## config.mk

```make
export PLATFORM = sky130hd
export DESIGN_NAME = serial_bank
export DESIGN_NICKNAME = d
export VERILOG_FILES = /design/src/rtl/serial_bank_pkg.sv /design/src/rtl/sb_sync.sv /design/src/rtl/sb_shifter.sv /design/src/rtl/sb_bank.sv /design/src/rtl/serial_bank.sv
export SDC_FILE = /design/constraint.sdc
export NUM_CORES = 1
export LEC_CHECK = 0
export ABC_AREA = 1
export BUFFER_PORTS_ARGS = -buffer_cell sky130_fd_sc_hd__buf_4
export CAP_MARGIN = 20
export CORE_MARGIN = 3
export CORE_UTILIZATION = 55
export CTS_CLUSTER_DIAMETER = 40
export DETAILED_ROUTE_END_ITERATION = 16
export PLACE_DENSITY_LB_ADDON = 0.15
export RECOVER_POWER = 50
export REMOVE_ABC_BUFFERS = 1
export SETUP_SLACK_MARGIN = 0.02
export SLEW_MARGIN = 20
export SYNTH_ARGS = -nofsm -noshare
export SYNTH_HDL_FRONTEND = slang
export SYNTH_HIERARCHICAL = 1
export SYNTH_SLANG_ARGS = --single-unit
```

## constraint.sdc

```tcl
create_clock -name clk -period 1.55 [get_ports clk]
set_input_delay 0.155 -clock clk [delete_from_list [all_inputs] [get_ports clk]]
set_output_delay 0.155 -clock clk [all_outputs]
set_load 0.01 [all_outputs]
```

## src/rtl/serial_bank_pkg.sv

```systemverilog
package serial_bank_pkg;

    localparam int NUM_CH      = 12;
    localparam int ADDR_W      = 4;
    localparam int DATA_W      = 8;
    localparam int FRAME_W     = ADDR_W + DATA_W;
    localparam int CNT_W       = $clog2(FRAME_W + 1);
    localparam int SYNC_STAGES = 2;

    localparam logic [DATA_W-1:0] MID_VAL = DATA_W'(1) << (DATA_W - 1);

    typedef struct packed {
        logic [ADDR_W-1:0] addr;
        logic [DATA_W-1:0] data;
    } frame_t;

    typedef logic [NUM_CH-1:0][DATA_W-1:0] bank_t;

    function automatic logic addr_ok(input logic [ADDR_W-1:0] a);
        return a < ADDR_W'(NUM_CH);
    endfunction

endpackage

```

## src/rtl/sb_sync.sv

```systemverilog
module sb_sync #(
    parameter int         W       = 1,
    parameter int         STAGES  = 2,
    parameter logic [W-1:0] RST_VAL = '0
) (
    input  logic         clk,
    input  logic         rst,
    input  logic [W-1:0] d,
    output logic [W-1:0] q
);
    logic [STAGES-1:0][W-1:0] chain;

    always_ff @(posedge clk) begin
        if (rst) begin
            for (int i = 0; i < STAGES; i++) chain[i] <= RST_VAL;
        end else begin
            chain[0] <= d;
            for (int i = 1; i < STAGES; i++) chain[i] <= chain[i-1];
        end
    end

    assign q = chain[STAGES-1];
endmodule

```

## src/rtl/sb_shifter.sv

```systemverilog
module sb_shifter
    import serial_bank_pkg::*;
(
    input  logic   clk,
    input  logic   rst,
    input  logic   csn_s,
    input  logic   sclk_s,
    input  logic   sdi_s,
    output logic   commit,
    output frame_t frame
);
    logic               csn_d;
    logic               sclk_d;
    logic [FRAME_W-1:0] shreg;
    logic [CNT_W-1:0]   cnt;
    logic               sclk_rise;
    logic               cs_rise;
    logic               full;

    assign sclk_rise = sclk_s & ~sclk_d;
    assign cs_rise   = csn_s & ~csn_d;
    assign full      = (cnt == CNT_W'(FRAME_W));

    always_ff @(posedge clk) begin
        if (rst) begin
            csn_d  <= 1'b1;
            sclk_d <= 1'b0;
            shreg  <= '0;
            cnt    <= '0;
            commit <= 1'b0;
            frame  <= '0;
        end else begin
            csn_d  <= csn_s;
            sclk_d <= sclk_s;
            commit <= cs_rise & full;
            if (cs_rise) frame <= frame_t'(shreg);
            if (csn_s) begin
                cnt <= '0;
            end else if (sclk_rise) begin
                shreg <= {shreg[FRAME_W-2:0], sdi_s};
                if (!full) cnt <= cnt + CNT_W'(1);
            end
        end
    end

    // bit counter saturates at the frame length
    a_r5_cnt_saturates: assert property (@(posedge clk) disable iff (rst)
        cnt <= CNT_W'(FRAME_W));

    // a commit is only ever issued once select is seen released
    a_r3_commit_cs_high: assert property (@(posedge clk) disable iff (rst)
        commit |-> csn_d);

    // while select is idle no bits are counted
    a_r6_idle_no_count: assert property (@(posedge clk) disable iff (rst)
        (csn_s && csn_d) |=> (cnt == '0));
endmodule

```

## src/rtl/sb_bank.sv

```systemverilog
module sb_bank
    import serial_bank_pkg::*;
(
    input  logic   clk,
    input  logic   rst,
    input  logic   preset_n,
    input  logic   we,
    input  frame_t frame,
    output bank_t  regs
);
    logic wr_ok;
    assign wr_ok = we & addr_ok(frame.addr);

    for (genvar i = 0; i < NUM_CH; i++) begin : g_ch
        logic hit;
        assign hit = wr_ok & (frame.addr == ADDR_W'(i));

        always_ff @(posedge clk or negedge preset_n) begin
            if (!preset_n)   regs[i] <= MID_VAL;
            else if (rst)    regs[i] <= MID_VAL;
            else if (hit)    regs[i] <= frame.data;
        end

        // a write to this channel lands its data on the next edge
        a_r2_write_lands: assert property (@(posedge clk) disable iff (rst || !preset_n)
            (we && frame.addr == ADDR_W'(i)) |=> (regs[i] == $past(frame.data)));
    end

    // out-of-range channel numbers change nothing
    a_r4_bad_addr_ignored: assert property (@(posedge clk) disable iff (rst || !preset_n)
        (we && !addr_ok(frame.addr)) |=> $stable(regs));

    // without a write strobe the bank holds
    a_r9_hold_without_write: assert property (@(posedge clk) disable iff (rst || !preset_n)
        !we |=> $stable(regs));
endmodule

```

## src/rtl/serial_bank.sv

```systemverilog
module serial_bank
    import serial_bank_pkg::*;
(
    input  logic                     clk,
    input  logic                     rst,
    input  logic                     cs_n,
    input  logic                     sclk,
    input  logic                     sdi,
    input  logic                     preset_n,
    input  logic                     shdn_n,
    output logic [NUM_CH*DATA_W-1:0] ch_vals,
    output logic                     pwr_down
);
    logic   csn_s, sclk_s, sdi_s, shdn_s;
    logic   commit;
    frame_t frame;
    bank_t  regs;

    sb_sync #(.W(4), .STAGES(SYNC_STAGES), .RST_VAL(4'b1001)) u_sync (
        .clk (clk),
        .rst (rst),
        .d   ({cs_n, sclk, sdi, shdn_n}),
        .q   ({csn_s, sclk_s, sdi_s, shdn_s})
    );

    sb_shifter u_shift (
        .clk    (clk),
        .rst    (rst),
        .csn_s  (csn_s),
        .sclk_s (sclk_s),
        .sdi_s  (sdi_s),
        .commit (commit),
        .frame  (frame)
    );

    sb_bank u_bank (
        .clk      (clk),
        .rst      (rst),
        .preset_n (preset_n),
        .we       (commit),
        .frame    (frame),
        .regs     (regs)
    );

    assign ch_vals  = regs;
    assign pwr_down = ~shdn_s;

    // a rise of the flag follows a low request two edges earlier
    a_r8_pwr_follows: assert property (@(posedge clk) disable iff (rst)
        $rose(pwr_down) |-> !$past(shdn_n, 2));
endmodule

```

==> impl_metrics.ini, run 1 <==
[run_status]
status = complete, no violations

[sta]
rsz0062_at_grt = false
fmax_mhz = 706
setup_tns_ns = 0
setup_viol = 0
finalCriticalPeriod_ns = 1.42
relSlewSlack_pct = 43.5
worstMarginPinSlew_ns = 0.848
skew_ns = 0.00575
hold_viol = 0
slew_violations = 0
finalCritPeriodShare_pct = 91.3

[routing]
wl_per_cell_um = 15.2
num_vias = 4797
drt_iter0_markers = 340
detail_route.first_pass.iterations = 5
ant_nets = 0
via_per_inst = 5.29
wirelength_um = 13800
drc = 0

[pwr]
power_leakage_nw = 3.48
power_density_mw_per_mm2 = 1130
ir_drop_uv = 747
p_total_mw = 7.77

[synthesis]
ys.flop_type = dfrtp_1
synth-xor-area-share_pct = 0.160
ys_async_sr_fraction_pct = 71.1
ys_ff_latch = 135
synth_simple_gate_area_share_pct = 32.3
synth_edf_count = 0
avgSynthCellArea_um2 = 8.49
post_synth_num_cell_types = 25
synth_top_family_by_area = simple AND/OR/NAND/NOR gates
synthAdderAreaFrac_pct = 0.458
synth_compound_area_share_pct = 3.02
yosysWarnings = 6
mappedNetlistArea_mm2 = 0.00546
yosysSeqAreaShare_pct = 58.6
syn_inst = 643
muxShareOfSynthArea_pct = 0

[worst_setup_path]
end_kind = flop
crit_required_ns = 1.99
critPathArrivalTime_ns = 1.85
cpMostUsedCell = nand2_1
start_kind = flop
cp_slowest_stage_delay_ns = 0.36
crit_chain = nor2_1 > nand3_2 > nand2_2 > nand2_1 > nand2_1
cp_max_fo = 9
worstSetupPathType = reg2reg
critPathSlowestCell = dfxtp_1

[layout]
final_area_mm2 = 0.00685
drive_above_1_share_pct = 19.4
syn_to_final_growth_pct = 25.5
antenna_cells = 0
layout_commonest_cell = nand2_1
nNetsFinal = 773
final_cell_mix = nand2_1, nand3_1, dfrtp_1, buf_4, clkbuf_1
nFillCells = 778

[clocking]
cts_tree = built
clockRootBuffer = clkbuf_8
clockBufferDepth = 2
cts_setup_buffers = 0
cts_buffers = 17
path_clk_slew_ns = 0.06
clkLatencyLatePin_ns = 0.50
cts_sinks = 135
htree_levels = 4

[die]
die_y_um = 106
core_mm2 = 0.00946
pin_count = 104
dieArea_mm2 = 0.0112
initial_utilization_pct = 57.7
placementRows = 35
fp.dieW_um = 106

[global_routing]
grt_max_degree = 83
grt_pass1_vias = 4628
antenna_found_initial = 0
grt_pass1_wl_um = 22800
grt_usage_pct = 25.6
global_route.overflow_total = 0

[placement]
port_buffers = 103
gp_congestion = 0.811
dp_hpwl_um = 9000
place_area_mm2 = 0.00644

[worst_hold_path]
hold_path.class = in2async

[flow_run]
drv_cap = 0
==> worst paths after layout <==
path                                   from         endpoint  slack (ns)  cells after the start
max in group asynchronous          preset_n  u_bank/regs[55]        0.23                      3
max reg2reg                u_shift/frame[8]   u_bank/regs[1]        0.13                      5
min in group clk                       cs_n  u_sync/chain[3]        0.38                      4
max                        u_shift/frame[8]   u_bank/regs[1]        0.13                      5
min reg2reg                 u_sync/chain[1]      u_sync/q[1]        0.40                      2
min                                preset_n  u_bank/regs[25]        0.29                      2
==> critical path, delay by kind of cell, from the launching register on <==
kind | cells | cell delay, ns
DFF | 1 | 0.36
and+or+nand+nor | 5 | 1.00
==> per-stage QoR <==
stage | instances | utilization (%) | hold WS (ns) | setup slack [ns]
after floorplan | 613 | - | -0.141 | 0.275
after global placement | 868 | 68.1 | 0.143 | 0.198
after detailed placement | 868 | 68.1 | 0.140 | 0.160
after CTS | 906 | 74.9 | 0.154 | 0.127
after global routing | 906 | 72.4 | 0.344 | 0.0278
final | 906 | 72.4 | 0.290 | 0.134
==> registers in the layout (all words and copies together), names as in the netlist <==
signal,flops
u_bank/regs,96
u_shift/cnt,4
u_shift/commit,1
u_shift/csn_d,1
u_shift/frame,12
u_shift/sclk_d,1
u_shift/shreg,12
u_sync/chain,4
u_sync/q,4
==> per-layer routing <==
metal,track usage [%],routed length [um]
met3,5.33,1050
met4,10.7,342
met1,33.4,5710
met5,0,0
met2,41.9,6700
==> kinds of logic (layout without fill, tap and decap cells) <==
logic type,Yosys count,in the layout
flip-flops,135,135
AND/OR/NAND/NOR,407,407
adder cells (fa/ha/maj),2,2
AO/OA/AOI/OAI,32,32
XOR/XNOR,1,1
buffers and inverters,66,200
==> report_power, final <==
part / internal [mW] / total, mW / leakage, nW / switching (mW)
clock: 2.41 / 3.86 / 0.280 / 1.45
combinational: 0.101 / 0.306 / 1.58 / 0.206
sequential: 3.57 / 3.60 / 1.62 / 0.0245
total: 6.09 / 7.77 / 3.48 / 1.68
==> synthesized netlist by cell type (2+ instances only) <==
cell      number  area share [%]
dfstp_2       12             5.8
nand3_1       85             7.8
nand3_2        8             1.5
nor2_2         6            0.69
ha_1           2            0.46
inv_1         26             1.8
buf_4          9             1.2
buf_2         13             1.2
buf_1          4            0.27
clkbuf_1       4            0.27
o21ai_0        5            0.46
nor2_1        24             1.6
dfxtp_1       39              14
nor2_4         5             1.0
nand2_2        6            0.69
clkinv_2       2            0.18
nand2_1      270              19
dfrtp_1       84              38
o21bai_1       2            0.27
inv_2          8            0.55
a21oi_1       25             2.3
==> cell type report <==
type / count / area, um2 / share of cell area, %
multi-input combinational: 442 / 1960 / 28.7
timing repair buffer: 132 / 806 / 11.8
clock inverter: 11 / 124 / 1.81
tap: 129 / 161 / 2.36
sequential: 135 / 3200 / 46.7
clock buffer: 21 / 459 / 6.70
inverter: 36 / 138 / 2.01
==> timing repair <==
action / in CTS / in global routing
hold buffers: 6 / 0
resized for setup: 0 / 1
endpoints found under the setup margin: 0 / 8
hold endpoints to repair: 80 / 0
Power figures use the tool's default switching activity.
==> run 2, diff against run 1 <==
RECOVER_POWER = unset   (was 50)
==> impl_metrics.ini, run 2 (synthesized netlist as in run 1, its figures left out) <==
[routing]
route.top_layer_used = met4
ant_nets = 0
num_vias = 4797
wirelength_um = 13800
route.met2.wl_um = 6820
via_per_inst = 5.29
wl_met1_um = 5650
wl_per_cell_um = 15.3
drc = 0
detail_route.first_pass.iterations = 5
wl_met3_um = 1030
drt_iter0_markers = 347

[sta]
slew_violations = 0
setup_tns_ns = 0
skew_ns = 0.00454
hold_viol = 0
worstMarginPinSlew_ns = 0.474
fmax_mhz = 701
relSlewSlack_pct = 68.4
setup_viol = 0
finalCriticalPeriod_ns = 1.43
rsz0062_at_grt = false
finalCritPeriodShare_pct = 92.0
worst_hold_slack_ns = 0.150

[die]
initial_utilization_pct = 57.7
pin_count = 104
core_mm2 = 0.00946
fp.dieW_um = 106
dieArea_mm2 = 0.0112
placementRows = 35
die_y_um = 106

[clocking]
cts_tree = built
clockRootBuffer = clkbuf_8
path_clk_slew_ns = 0.06
clockBufferDepth = 2
cts_sinks = 135
clkLatencyLatePin_ns = 0.50
htree_levels = 4
cts_setup_buffers = 0
cts_buffers = 17

[run_status]
status = complete, no violations

[pwr]
ir_drop_uv = 747
power_leakage_nw = 3.72
power_density_mw_per_mm2 = 1100

[worst_setup_path]
cp_top_family = simple AND/OR/NAND/NOR gates
r2r_start = u_shift/frame[8]
r2r_end = u_bank/regs[1]
cpMostUsedCell = nand2_1
critPathSlowestCell = dfxtp_1
critPathArrivalTime_ns = 1.87
cp_num_buf_inv = 0
start_kind = flop
worstSetupPathType = reg2reg
cp_slowest_stage_delay_ns = 0.37
end_kind = flop
cp_max_fo = 9
r2r_setup_slack_ns = 0.12
r2r_cells = 5
crit_chain = nor2_1 > nand3_2 > nand2_2 > nand2_1 > nand2_1
crit_required_ns = 1.99

[layout]
final_area_mm2 = 0.00709
drive_above_1_share_pct = 26.6
largest_reg_flops = 96
syn_to_final_growth_pct = 29.8
largest_registers = u_bank/regs (96), u_shift/frame (12), u_shift/shreg (12)
nNetsFinal = 773
antenna_cells = 0
layout_commonest_cell = nand2_1
final_cell_mix = nand2_1, buf_4, nand3_1, dfrtp_1, dfxtp_1
top_register = u_bank/regs

[global_routing]
grt_pass1_vias = 4628
grt_pass1_wl_um = 22800
antenna_found_initial = 0
grt_usage_pct = 25.6
global_route.overflow_total = 0
grt_max_degree = 83

[placement]
dp_hpwl_um = 9000
place_area_mm2 = 0.00644
gp_congestion = 0.811
port_buffers = 103

[worst_hold_path]
hold_path.class = in2async

[flow_run]
drv_cap = 0
run 2: worst register-to-register path: stages (launching register included):
cell and delay, ns:
dfxtp_1 0.37, nor2_1 0.32, nand3_2 0.28, nand2_2 0.23
nand2_1 0.10, nand2_1 0.07
run 2: worst max-delay path by stage:
stage | from | endpoint | slack (ns) | depth (start not counted)
finish | u_shift/frame[8] | u_bank/regs[1] | 0.12 | 5
global route | u_shift/frame[8] | u_bank/regs[1] | 0.03 | 5
CTS | u_shift/frame[10] | u_bank/regs[52] | 0.13 | 6
detailed placement | u_shift/frame[10] | u_bank/regs[38] | 0.16 | 6
global placement | u_shift/frame[10] | u_bank/regs[33] | 0.20 | 6
floorplan | rst | u_bank/regs[0] | 0.27 | 4
run 2: per-stage QoR:
step | cells | power [mW] | worst slack [ns] | utilization (%)
3_3_place_gp | 868 | 3.97 | 0.198 | 68.1
6_report | 906 | 7.79 | 0.123 | 74.9
3_5_place_dp | 868 | 3.97 | 0.160 | 68.1
4_1_cts | 906 | 7.82 | 0.127 | 74.9
2_1_floorplan | 613 | 3.78 | 0.275 | -
5_1_grt | 906 | 8.03 | 0.0278 | 74.9
run 2: area by class of cell:
| class | instances | area (um2) |
|---|---|---|
| well taps | 129 | 161 |
| multi-input cells | 442 | 1960 |
| repair buffers | 132 | 1040 |
| inverters | 36 | 138 |
| fillers | 713 | 2370 |
| clock inverters | 11 | 124 |
| clock buffers | 21 | 459 |
| flip-flops and latches | 135 | 3200 |
run 2: what timing repair did:
item,CTS,global route
gates resized for setup,0,1
endpoints found under the hold margin,80,0
setup endpoints to repair,0,8
hold buffers,6,0
run 2: power breakdown:
group	internal, mW	switching (mW)
registers	3.57	0.0243
clock network	2.41	1.46
logic	0.116	0.208
run 2: layer usage:
| layer | track usage (%) | vias to the layer above |
|---|---|---|
| met5 | 0 | - |
| met4 | 10.7 | 0 |
| met3 | 5.33 | 31 |
| met2 | 41.9 | 230 |
| met1 | 33.4 | 2266 |
| li1 | - | 2270 |
==> run 3, diff against run 2 <==
REMOVE_ABC_BUFFERS = unset   (was 1)
==> impl_metrics.ini, run 3 (synthesized netlist as in run 1, its figures left out) <==
[worst_setup_path]
cp_top_family = simple AND/OR/NAND/NOR gates
worstSetupPathType = reg2reg
end_kind = flop
cpMostUsedCell = nand2_1
cp_slowest_stage_delay_ns = 0.57
cp_max_fo = 7
path_depth = 5
start_kind = flop
r2r_setup_slack_ns = 0.12
crit_chain = inv_1 > nor2_1 > buf_4 > nand2_1 > nand2_1
critPathArrivalTime_ns = 1.88
r2r_start = u_shift/frame[1]
r2r_cells = 5
cp_num_buf_inv = 2
r2r_end = u_bank/regs[25]
crit_required_ns = 2.00
critPathSlowestCell = nor2_1

[sta]
rsz0062_at_grt = true
skew_ns = 0.00828
slew_violations = 0
fmax_mhz = 697
worst_hold_slack_ns = 0.0530
hold_viol = 0
layout_setup_ws_ns = 0.116
relSlewSlack_pct = 33.2
worstMarginPinSlew_ns = 0.998
setup_tns_ns = 0
finalCriticalPeriod_ns = 1.43
finalCritPeriodShare_pct = 92.5
setup_viol = 0

[routing]
route.met2.wl_um = 7080
via_per_inst = 5.27
ant_nets = 0
num_vias = 4745
drt_iter0_markers = 229
drc = 0
wl_met3_um = 984
route.top_layer_used = met4
wl_met1_um = 5610
detail_route.first_pass.iterations = 7
wl_per_cell_um = 15.4
wirelength_um = 13900

[global_routing]
grt_pass1_wl_um = 23100
grt_pass1_vias = 4606
grt_max_degree = 83
grt_usage_pct = 26.0
antenna_found_initial = 0
global_route.overflow_total = 0

[run_status]
status = complete, no violations

[worst_hold_path]
min_to = u_bank/regs[95]
min_path_cells = 4
hold_path.startpoint = rst
hold_path.class = in2reg

[clocking]
cts_setup_buffers = 0
cts_buffers = 17
htree_levels = 4
cts_tree = built
path_clk_slew_ns = 0.06
clockRootBuffer = clkbuf_8
clkLatencyLatePin_ns = 0.51
cts_sinks = 135
clockBufferDepth = 2

[layout]
multiInputGateArea_mm2 = 0.00196
largest_registers = u_bank/regs (96), u_shift/frame (12), u_shift/shreg (12)
nNetsFinal = 767
largest_reg_flops = 96
top_register = u_bank/regs
fin_cells = 900
drive_above_1_share_pct = 25.9
layout_commonest_cell = nand2_1
syn_to_final_growth_pct = 29.4
nFillCells = 725
antenna_cells = 0
final_area_mm2 = 0.00707
final_cell_mix = nand2_1, buf_4, nand3_1, dfrtp_1, dfxtp_1
regArea_mm2 = 0.00320

[die]
pin_count = 104
core_mm2 = 0.00946
die_y_um = 106
fp.dieW_um = 106
initial_utilization_pct = 57.7
dieArea_mm2 = 0.0112
placementRows = 35

[synthesis]
synthesis.nets = 652

[placement]
place_area_mm2 = 0.00639
dp_hpwl_um = 9030
place_ws_ns = 0.0907
place_inst = 863
gp_congestion = 0.810
port_buffers = 103

[pwr]
ir_drop_uv = 666
power_leakage_nw = 3.70
power_density_mw_per_mm2 = 1140

[flow_run]
drv_cap = 0
run 3: cell count changes in the layout (fill, tap and decap cells not counted):
cell and delta:
inv_6 +1, dlygate4sd3_1 -1, buf_4 -4, clkbuf_8 -1, clkbuf_1 +1, bufinv_16 +2, clkinv_2 -2, buf_12 -1
clkinvlp_4 -2, clkinv_1 +1
run 3: metal layers:
layer | vias to the layer above | global-route usage, %
met1 | 2261 | 33.4
met5 | - | 0
met4 | 0 | 8.97
li1 | 2262 | -
met2 | 208 | 43.6
met3 | 14 | 5.76
run 3: final cells by class:
cell class | count | area share [%]
multi-input combinational | 442 | 27.8
sequential | 135 | 45.3
inverter | 36 | 1.95
clock buffer | 21 | 6.36
clock inverter | 11 | 2.43
tap | 129 | 2.28
timing repair buffer | 126 | 13.9
run 3: worst max-delay path by stage:
stage / startpoint / endpoint / slack (ns)
2_1_floorplan: u_shift/frame[10] / u_bank/regs[35] / 0.40
3_3_place_gp: u_shift/frame[5] / u_bank/regs[93] / 0.15
3_5_place_dp: rst / u_bank/regs[85] / 0.09
4_1_cts: u_shift/frame[6] / u_bank/regs[62] / 0.07
5_1_grt: u_shift/frame[11] / u_bank/regs[70] / -0.01
6_report: u_shift/frame[1] / u_bank/regs[25] / 0.12
run 3: stage by stage:
step | util [%] | power (mW)
2_1_floorplan | - | 3.81
3_3_place_gp | 67.6 | 3.96
3_5_place_dp | 67.6 | 3.97
4_1_cts | 74.7 | 8.14
5_1_grt | 74.7 | 8.33
6_report | 74.7 | 8.08
run 3: repair_timing:
action / CTS / global route
hold endpoints to repair: 88 / 0
setup endpoints to repair: 0 / 2
resized for setup: 0 / 1
hold buffers: 5 / 0
run 3: tightest hold or removal path, stage by stage:
cell     delay [ns]
buf_4          0.17
nor2_2         0.12
nand2_1        0.07
nand2_1        0.04
run 3: where the power goes:
part	internal [mW]	switching, mW	total (mW)
Sequential	3.57	0.0259	3.60
Clock	2.70	1.47	4.17
Combinational	0.108	0.206	0.314
